**config.mk**
```make
export PLATFORM = sky130hd
export DESIGN_NAME = restoring_array_divider
export DESIGN_NICKNAME = d
export VERILOG_FILES = /design/src/rtl/div_pkg.sv /design/src/rtl/cs_bit_cell.sv /design/src/rtl/cs_row.sv /design/src/rtl/restoring_array_divider.sv
export SDC_FILE = /design/constraint.sdc
export NUM_CORES = 1
export LEC_CHECK = 0
export ABC_AREA = 1
export BUFFER_PORTS_ARGS = -buffer_cell sky130_fd_sc_hd__buf_2
export CORE_MARGIN = 4
export CORE_UTILIZATION = 44
export DETAILED_ROUTE_END_ITERATION = 7
export SYNTH_ARGS = -nofsm -noshare
export SYNTH_HDL_FRONTEND = slang
export SYNTH_SLANG_ARGS = --single-unit
```
**constraint.sdc**
```tcl
create_clock -name vclk -period 995
set_input_delay 199 -clock vclk [all_inputs]
set_output_delay 199 -clock vclk [all_outputs]
set_load 0.01 [all_outputs]
```
**src/rtl/div_pkg.sv**
```systemverilog
package div_pkg;

    localparam int unsigned DIV_W = 32;

    typedef struct packed {
        logic diff;
        logic bout;
    } sub_bit_t;

    function automatic sub_bit_t sub_bit(input logic a, input logic b, input logic bin);
        sub_bit_t r;
        r.diff = a ^ b ^ bin;
        r.bout = (~a & b) | (~(a ^ b) & bin);
        return r;
    endfunction

endpackage

```
**src/rtl/cs_bit_cell.sv**
```systemverilog
module cs_bit_cell
    import div_pkg::*;
(
    input  logic a_i,
    input  logic b_i,
    input  logic bin_i,
    output logic diff_o,
    output logic bout_o
);
    sub_bit_t res;

    always_comb begin
        res    = sub_bit(a_i, b_i, bin_i);
        diff_o = res.diff;
        bout_o = res.bout;
    end
endmodule

```
**src/rtl/cs_row.sv**
```systemverilog
module cs_row #(
    parameter int unsigned W = div_pkg::DIV_W
) (
    input  logic [W-1:0] prem_i,
    input  logic         dbit_i,
    input  logic [W-1:0] divisor_i,
    output logic [W-1:0] prem_o,
    output logic         qbit_o
);
    localparam int unsigned SW = W + 1;

    logic [SW-1:0] shifted;
    logic [SW-1:0] subtrahend;
    logic [SW-1:0] diff;
    logic [SW:0]   borrow;

    assign shifted    = {prem_i, dbit_i};
    assign subtrahend = {1'b0, divisor_i};
    assign borrow[0]  = 1'b0;

    for (genvar k = 0; k < SW; k++) begin : g_cell
        cs_bit_cell cell_i (
            .a_i    (shifted[k]),
            .b_i    (subtrahend[k]),
            .bin_i  (borrow[k]),
            .diff_o (diff[k]),
            .bout_o (borrow[k+1])
        );
    end

    assign qbit_o = ~borrow[SW];
    assign prem_o = qbit_o ? diff[W-1:0] : shifted[W-1:0];
endmodule

```
**src/rtl/restoring_array_divider.sv**
```systemverilog
module restoring_array_divider #(
    parameter int unsigned W = div_pkg::DIV_W
) (
    input  logic [W-1:0] dividend_i,
    input  logic [W-1:0] divisor_i,
    output logic [W-1:0] quotient_o,
    output logic [W-1:0] remainder_o
);
    logic [W-1:0] prem [W+1];

    assign prem[0] = '0;

    for (genvar i = 0; i < W; i++) begin : g_row
        cs_row #(.W(W)) row_i (
            .prem_i    (prem[i]),
            .dbit_i    (dividend_i[W-1-i]),
            .divisor_i (divisor_i),
            .prem_o    (prem[i+1]),
            .qbit_o    (quotient_o[W-1-i])
        );
    end

    assign remainder_o = prem[W];
endmodule

```
=== Word level (Yosys, flattened, before mapping) ===
Index checks and enable logic that the tools add are counted.

* Flip-flop bits (word level): 0
* Input bits: 64
* Output and inout port bits: 64
* Word-level logic and storage cells: 7073

* Multiplexer cells: 32
* Bitwise gates (word level): 7041

{| class="wikitable"
|+ Operators with widths
! cell !! count
|-
| NOT 1 bit || 2048
|-
| bitwise AND 1 bit || 2016
|-
| bitwise XOR 1 bit || 1985
|-
| two-way mux 32 bit || 32
|-
| OR 1 bit || 992
|}

=== Depth between registers and ports, before layout ===
Gate-level depths: netlist of the first run.

* Word-level depth: 2111
* Mapped depth: 1247
* Mapped depth without buffers: 1124

=== Modules after synthesis ===
A second synthesis of the first run with hierarchy kept.

* Cell total of the unflattened synthesis: 6544
* Area total of the unflattened synthesis: 45063.2 sq um

{| class="wikitable"
|+ By module, submodules not included
! module !! times used !! cells an instance !! area an instance (sq um) !! seq. area each (sq um)
|-
| cs_bit_cell (g_row[0].row_i.g_cell[23].cell_i ...) || 1041 || 3 || 27.5 || 0.0
|-
| cs_row || 32 || 105 || 498.0 || 0.0
|-
| cs_bit_cell (g_row[0].row_i.g_cell[0].cell_i ...) || 15 || 4 || 31.3 || 0.0
|-
| restoring_array_divider || 1 || 1 || 3.8 || 0.0
|}

=== Least setup slack after synthesis of the first run ===
OpenSTA, ideal clock, no wires.

* Path kind: input to output
* Start: in divisor_i[1]
* End: out quotient_o[0]
* Arrival: 601202 ps
* Required time: 796000 ps
* Setup slack: 194798 ps
* Stages: 1241
* Path buffers: 128
* Cells stage by stage: inv_1 > ha_1 > ha_1 > ha_1 > ha_1 > ha_1 > ha_1 > ha_1 > ha_1 > ha_1 > ha_1 > ha_1 > ha_1 > ha_1 > ha_1 > ha_1 > ha_1 > ha_1 > [... 1205 more ...] > fa_1 > fa_1 > fa_1 > fa_1 > fa_1 > fa_1 > fa_1 > fa_1 > fa_1 > fa_1 > fa_1 > fa_1 > fa_1 > fa_1 > inv_1 > nand3_4 > buf_4 > buf_4

{| class="wikitable"
|+ RTL lines
! item !! line !! source
|-
| from (decl) || restoring_array_divider.sv:5 || <nowiki>input logic [W-1:0] divisor_i,</nowiki>
|-
| to (decl) || restoring_array_divider.sv:6 || <nowiki>output logic [W-1:0] quotient_o,</nowiki>
|}

==> results.md, run 1 <==
- Status: finished clean
- Top Ports: between 100 and 150
- Die area: 112,100 µm²
- Fraction of layout cells with a size suffix above 1: about 5.4%
- Slowest stage cell, crit path: nand3_2
- Final #Nets: about 8,200
- Hold Path Stages: 4
- Vias per cell: a little over 5
- Slew Limit Fails: 0
- Setup_tns: 0 ns
- Vias in the first global route: 42,210
- Worst hold start: dividend_i[0]
- Reg area: 0 µm²
- First-pass iteration count of the detailed router: 6
- Clkbuf count: 0
- CP dominant cell by count: fa_1
- First-pass GRT wire length: 228,900 µm
- Fin. Hold Viols: 0
- Core ar.: 105,700 µm²
- Setup slack after layout: between 150 and 200 ns
- Antenna diodes: 0
- Critical path class: in2out
- Final wirelength: between 100,000 and 150,000 µm
- Die H: 334.9 µm
- Post-route DRC violation count: 0
- Crit-path max FO: 61
- Synth top area cells: fa_1 (41%), nand2_1 (22%), nand3_1 (15%)
- Buffer count from post-CTS setup fixing: 0
- Largest area contributor in the netlist: fa_1
- Unique masters post-synth: 23
- Number of sequential cells: 0
- Via Count: roughly 43,000
- Register area share after synthesis: 0%
- Post-synth top area share: between 40% and 50%
- Hold Path End: remainder_o[0]
- Final setup viols: 0
- Worst path required time: 796.00 ns
- GRT Util Overall: between 20% and 30%
- Initial Utilization: about 44%
- Period utilisation layout: around four fifths
- Highest Clock Rate: around 0.0012 GHz
- Antenna Nets Post-Route: 0
- Initial antenna violation count: 7
- Worst path arrival time: 608.73 ns
- Layout area overhead: 1.594%
- Cells after Synth: 7,316
- Worst Max-Slew Pin Slew: 0.8957 ns
- Worst Setup End Kind: output pin
- Row count: between 100 and 150
- Number of max-cap violations: 0
- Critical path startpoint category: input pin
- CP peak stage delay: approximately 0.55 ns
- Slew headroom: 40.08%
- Mapped Avg Cell Area: ~6.4 µm²
- RSZ-0062 raised after global routing: no
- Hpwl dp: between 100,000 and 150,000 µm
- Hold Path Class: in2out
- IO Port Bufs: 128
- Post-CTS sizing: 0
- Largest net degree at the start of global routing: 62
- DR WL/cell: 16.39 µm
- Mapped Nets: roughly 8,400
- Minimum clock period: 807.73 ns
- Commonest cells in the synthesized netlist: nand2_1 (2,785), inv_1 (1,528), nand3_1 (1,368)
- Die X: about 330 µm
- Setup WS pre-CTS: roughly 190 ns
- Warnings from Yosys: 0
- Total gr overflow: 0
- Most frequent cell after synthesis: nand2_1
- DRT iter0 DRCs: approximately 3,400
- Placer Congestion: between 0.8 and 0.9
- Post-CTS Hold Buffers: 0
- Cell Area, Synth: 47,010 µm²
- Fillers: around 11,000
metrics by stage:
stage / hold WS (ns) / cells / util [%] / area, µm²
2_1_floorplan: 398.14 / 7316 / - / 47010
3_3_place_gp: 398.32 / 8498 / 45.18 / 47760
3_5_place_dp: 398.33 / 8498 / 45.18 / 47760
4_1_cts: 398.33 / 8498 / 45.18 / 47760
5_1_grt: 398.38 / 8498 / 45.18 / 47760
6_report: 398.33 / 8498 / 45.18 / 47760
area by class of cell:
type	count	area [µm²]	area share [%]
Multi-Input combinational cell	5322	38650	80.93
Inverter	1528	5737	12.01
Tap cell	1391	1740	3.644
Timing Repair Buffer	257	1629	3.411
kinds of logic (layout without fill, tap and decap cells):
kind of cell | after synthesis | count (layout) | share of synthesized area (%)
AOI/OAI and AO/OA | 30 | 30 | 0.3434
adders and majority gates | 1024 | 1024 | 42.60
buffers and inverters | 1994 | 1785 | 17.86
and+or+nand+nor | 4268 | 4268 | 39.20
how the worst max path moves through the flow:
stage / startpoint / end / slack [ns] / cells past startpoint
5_1_grt: divisor_i[0] / remainder_o[24] / 172.63 / 1175
3_3_place_gp: divisor_i[0] / remainder_o[26] / 191.39 / 1194
2_1_floorplan: divisor_i[1] / quotient_o[0] / 194.80 / 1195
4_1_cts: divisor_i[0] / remainder_o[24] / 186.03 / 1177
3_5_place_dp: divisor_i[0] / remainder_o[24] / 186.67 / 1176
6_report: divisor_i[0] / remainder_o[24] / 187.27 / 1177
layout by cell type, fill, tap and decap left out, drive strengths merged:
master	count
a21oi	1
buf	257
clkinv	1
fa	961
ha	63
inv	1527
nand2	2834
nand3	1426
nand4	2
nor2	6
o21ai	29
critical path, delay by kind of cell:
family | cells | cell delay [ns]
AOI/OAI and AO/OA | 2 | 0.62
adders and majority gates | 1011 | 386.54
buffers and inverters | 71 | 13.55
and+or+nand+nor | 93 | 15.96
layer usage:
layer,global-route usage (%),part of all wire (%),wire (µm),vias up
met5,0.6383,0.083,115,-
met4,5.784,3.0,4201,4
met3,3.554,5.8,8130,187
li1,-,-,-,21110
met1,33.25,41,57680,20720
met2,44.32,50,69170,964
Power of run 1 is not shown: default switching activity piles up to over one toggle a cycle in this logic, so the estimate is an artifact.
==> run 2: changes to the inputs <==
==> constraint.sdc (replaced) <==
create_clock -name vclk -period 832.8
set_input_delay 166.56 -clock vclk [all_inputs]
set_output_delay 166.56 -clock vclk [all_outputs]
set_load 0.01 [all_outputs]
==> run 2 against run 1 <==
Net effect:
- worst setup slack got worse by 96 ns
- sequential share of layout area did not move
- first-iteration DRC count rose by 2.5%
- die area did not move
- global-route usage rose by 0.20 points
- final cell count barely moved
- routed wire length rose by 1.3%
- critical path type unchanged
- critical endpoint is now remainder_o[21]
==> results.md, run 2 (synthesis results as in run 1) <==
- Hold Path Stages: 4 (unchanged)
- Post-CTS sizing: 0 (unchanged)
- Die X: 334.9 µm (unchanged)
- Via Count: 43,220 (+0.55%)
- Layout area overhead: 1.546% (about the same)
- Fraction of layout cells with a size suffix above 1: 5.363% (-0.040 points)
- Vias per cell: 5.087 (+0.58%)
- Post-route DRC violation count: 0 (unchanged)
- Slew headroom: 35.94% (-4.1 points)
- GRT Util Overall: 25.51% (+0.20 points)
- Vias in the first global route: 42,650 (+1.0%)
- Final setup viols: 0 (unchanged)
- Final #Nets: 8,194 (-0.037%)
- Initial antenna violation count: 2 (-5)
- Minimum clock period: roughly 740 ns
- Slew Limit Fails: 0 (unchanged)
- Worst Setup End Kind: output pin
- Fillers: 11,330 (+0.68%)
- Reg area: 0 µm² (unchanged)
- Antenna diodes: 0 (unchanged)
- DR WL/cell: 16.62 µm (+1.4%)
- RSZ-0062 raised after global routing: no
- Period utilisation layout: slightly below 90%
- Worst Max-Slew Pin Slew: 0.9609 ns (+0.06523 ns)
- Hpwl dp: 116,500 µm (+2.2%)
- Highest Clock Rate: 0.001349 GHz
- First-pass GRT wire length: 229,700 µm (+0.36%)
- Row count: 119 (unchanged)
- Clkbuf count: 0 (unchanged)
- Initial Utilization: 44.47% (unchanged)
- Slowest stage cell, crit path: clkinv_2
- DRT iter0 DRCs: 3,500 (+2.5%)
- Setup_tns: 0 ns (unchanged)
- Hold slack: 333.45 ns (-64.88 ns)
- Die area: 112,100 µm² (unchanged)
- Worst path required time: 666.24 ns (-129.76 ns)
- Critical path class: in2out
- First-pass iteration count of the detailed router: 6 (unchanged)
- Status: finished clean
- Worst path arrival time: 574.52 ns (-34.21 ns)
- Total gr overflow: 0 (unchanged)
- Hold Path Class: in2out
- Largest net degree at the start of global routing: 73 (+18%)
- CP dominant cell by count: fa_1
- Most common cell after layout, fill and taps aside: nand2_1
- Final wirelength: 141,200 µm (+1.3%)
- Antenna Nets Post-Route: 0 (unchanged)
- CP peak stage delay: 0.59 ns (+0.04 ns)
- Placer Congestion: 0.9002 (+0.68%)
- Crit-path max FO: 61 (unchanged)
- Number of sequential cells: 0 (unchanged)
- Top Ports: 128 (unchanged)
- Area of the multi-input gates: 38,650 µm² (unchanged)
- Post-CTS Hold Buffers: 0 (unchanged)
- IO Port Bufs: 128 (unchanged)
- Die H: 334.9 µm (unchanged)
- Number of max-cap violations: 0 (unchanged)
- Fin. Hold Viols: 0 (unchanged)
- Hold Path End: remainder_o[0]
- Critical path startpoint category: input pin
- Core ar.: 105,700 µm² (unchanged)
- Most frequent cells in the layout: nand2_1 (2,784), inv_1 (1,527), nand3_1 (1,366)
- Buffer count from post-CTS setup fixing: 0 (unchanged)
- Worst hold start: dividend_i[0]
-- run 2: cell count changes in the layout (fill, tap and decap cells not counted) --
| cell | delta |
|---|---|
| buf_4 | -3 |
-- run 2: critical path, delay by kind of cell --
kind                     cells  cell delay, ns
AO/OA/AOI/OAI                2            0.60
adder cells (fa/ha/maj)   1013          387.32
buffers and inverters       69           13.39
AND/OR/NAND/NOR             93           14.38
-- run 2: worst max-delay path by stage --
stage	from	end	slack, ns
CTS	divisor_i[1]	remainder_o[25]	90.82
global placement	divisor_i[1]	remainder_o[22]	96.22
finish	divisor_i[1]	remainder_o[21]	91.72
global route	divisor_i[1]	remainder_o[19]	76.84
floorplan	divisor_i[1]	quotient_o[0]	97.48
detailed placement	divisor_i[1]	remainder_o[25]	91.33
-- run 2: routing by layer --
layer,vias up,part of all wire (%),global-route usage [%]
met4,0,2.9,5.803
met2,990,50,45.34
li1,21100,-,-
met3,171,6.4,4.259
met1,20960,41,32.59
met5,-,0,0
-- run 2: per-stage QoR --
| stage | cell area [µm²] | utilization (%) | setup WS (ns) | instances |
|---|---|---|---|---|
| after floorplan | 47010 | - | 97.48 | 7316 |
| after global placement | 47730 | 45.15 | 96.22 | 8495 |
| after detailed placement | 47730 | 45.15 | 91.33 | 8495 |
| after CTS | 47730 | 45.15 | 90.82 | 8495 |
| after global routing | 47730 | 45.15 | 76.84 | 8495 |
| final | 47730 | 45.15 | 91.72 | 8495 |
-- run 2: layout make-up --
| cell class | instances | area share (%) |
|---|---|---|
| Inverter | 1528 | 12.02 |
| Timing Repair Buffer | 254 | 3.366 |
| Multi-Input combinational cell | 5322 | 80.97 |
| Tap cell | 1391 | 3.646 |
Power of run 2 is left out for the same reason.
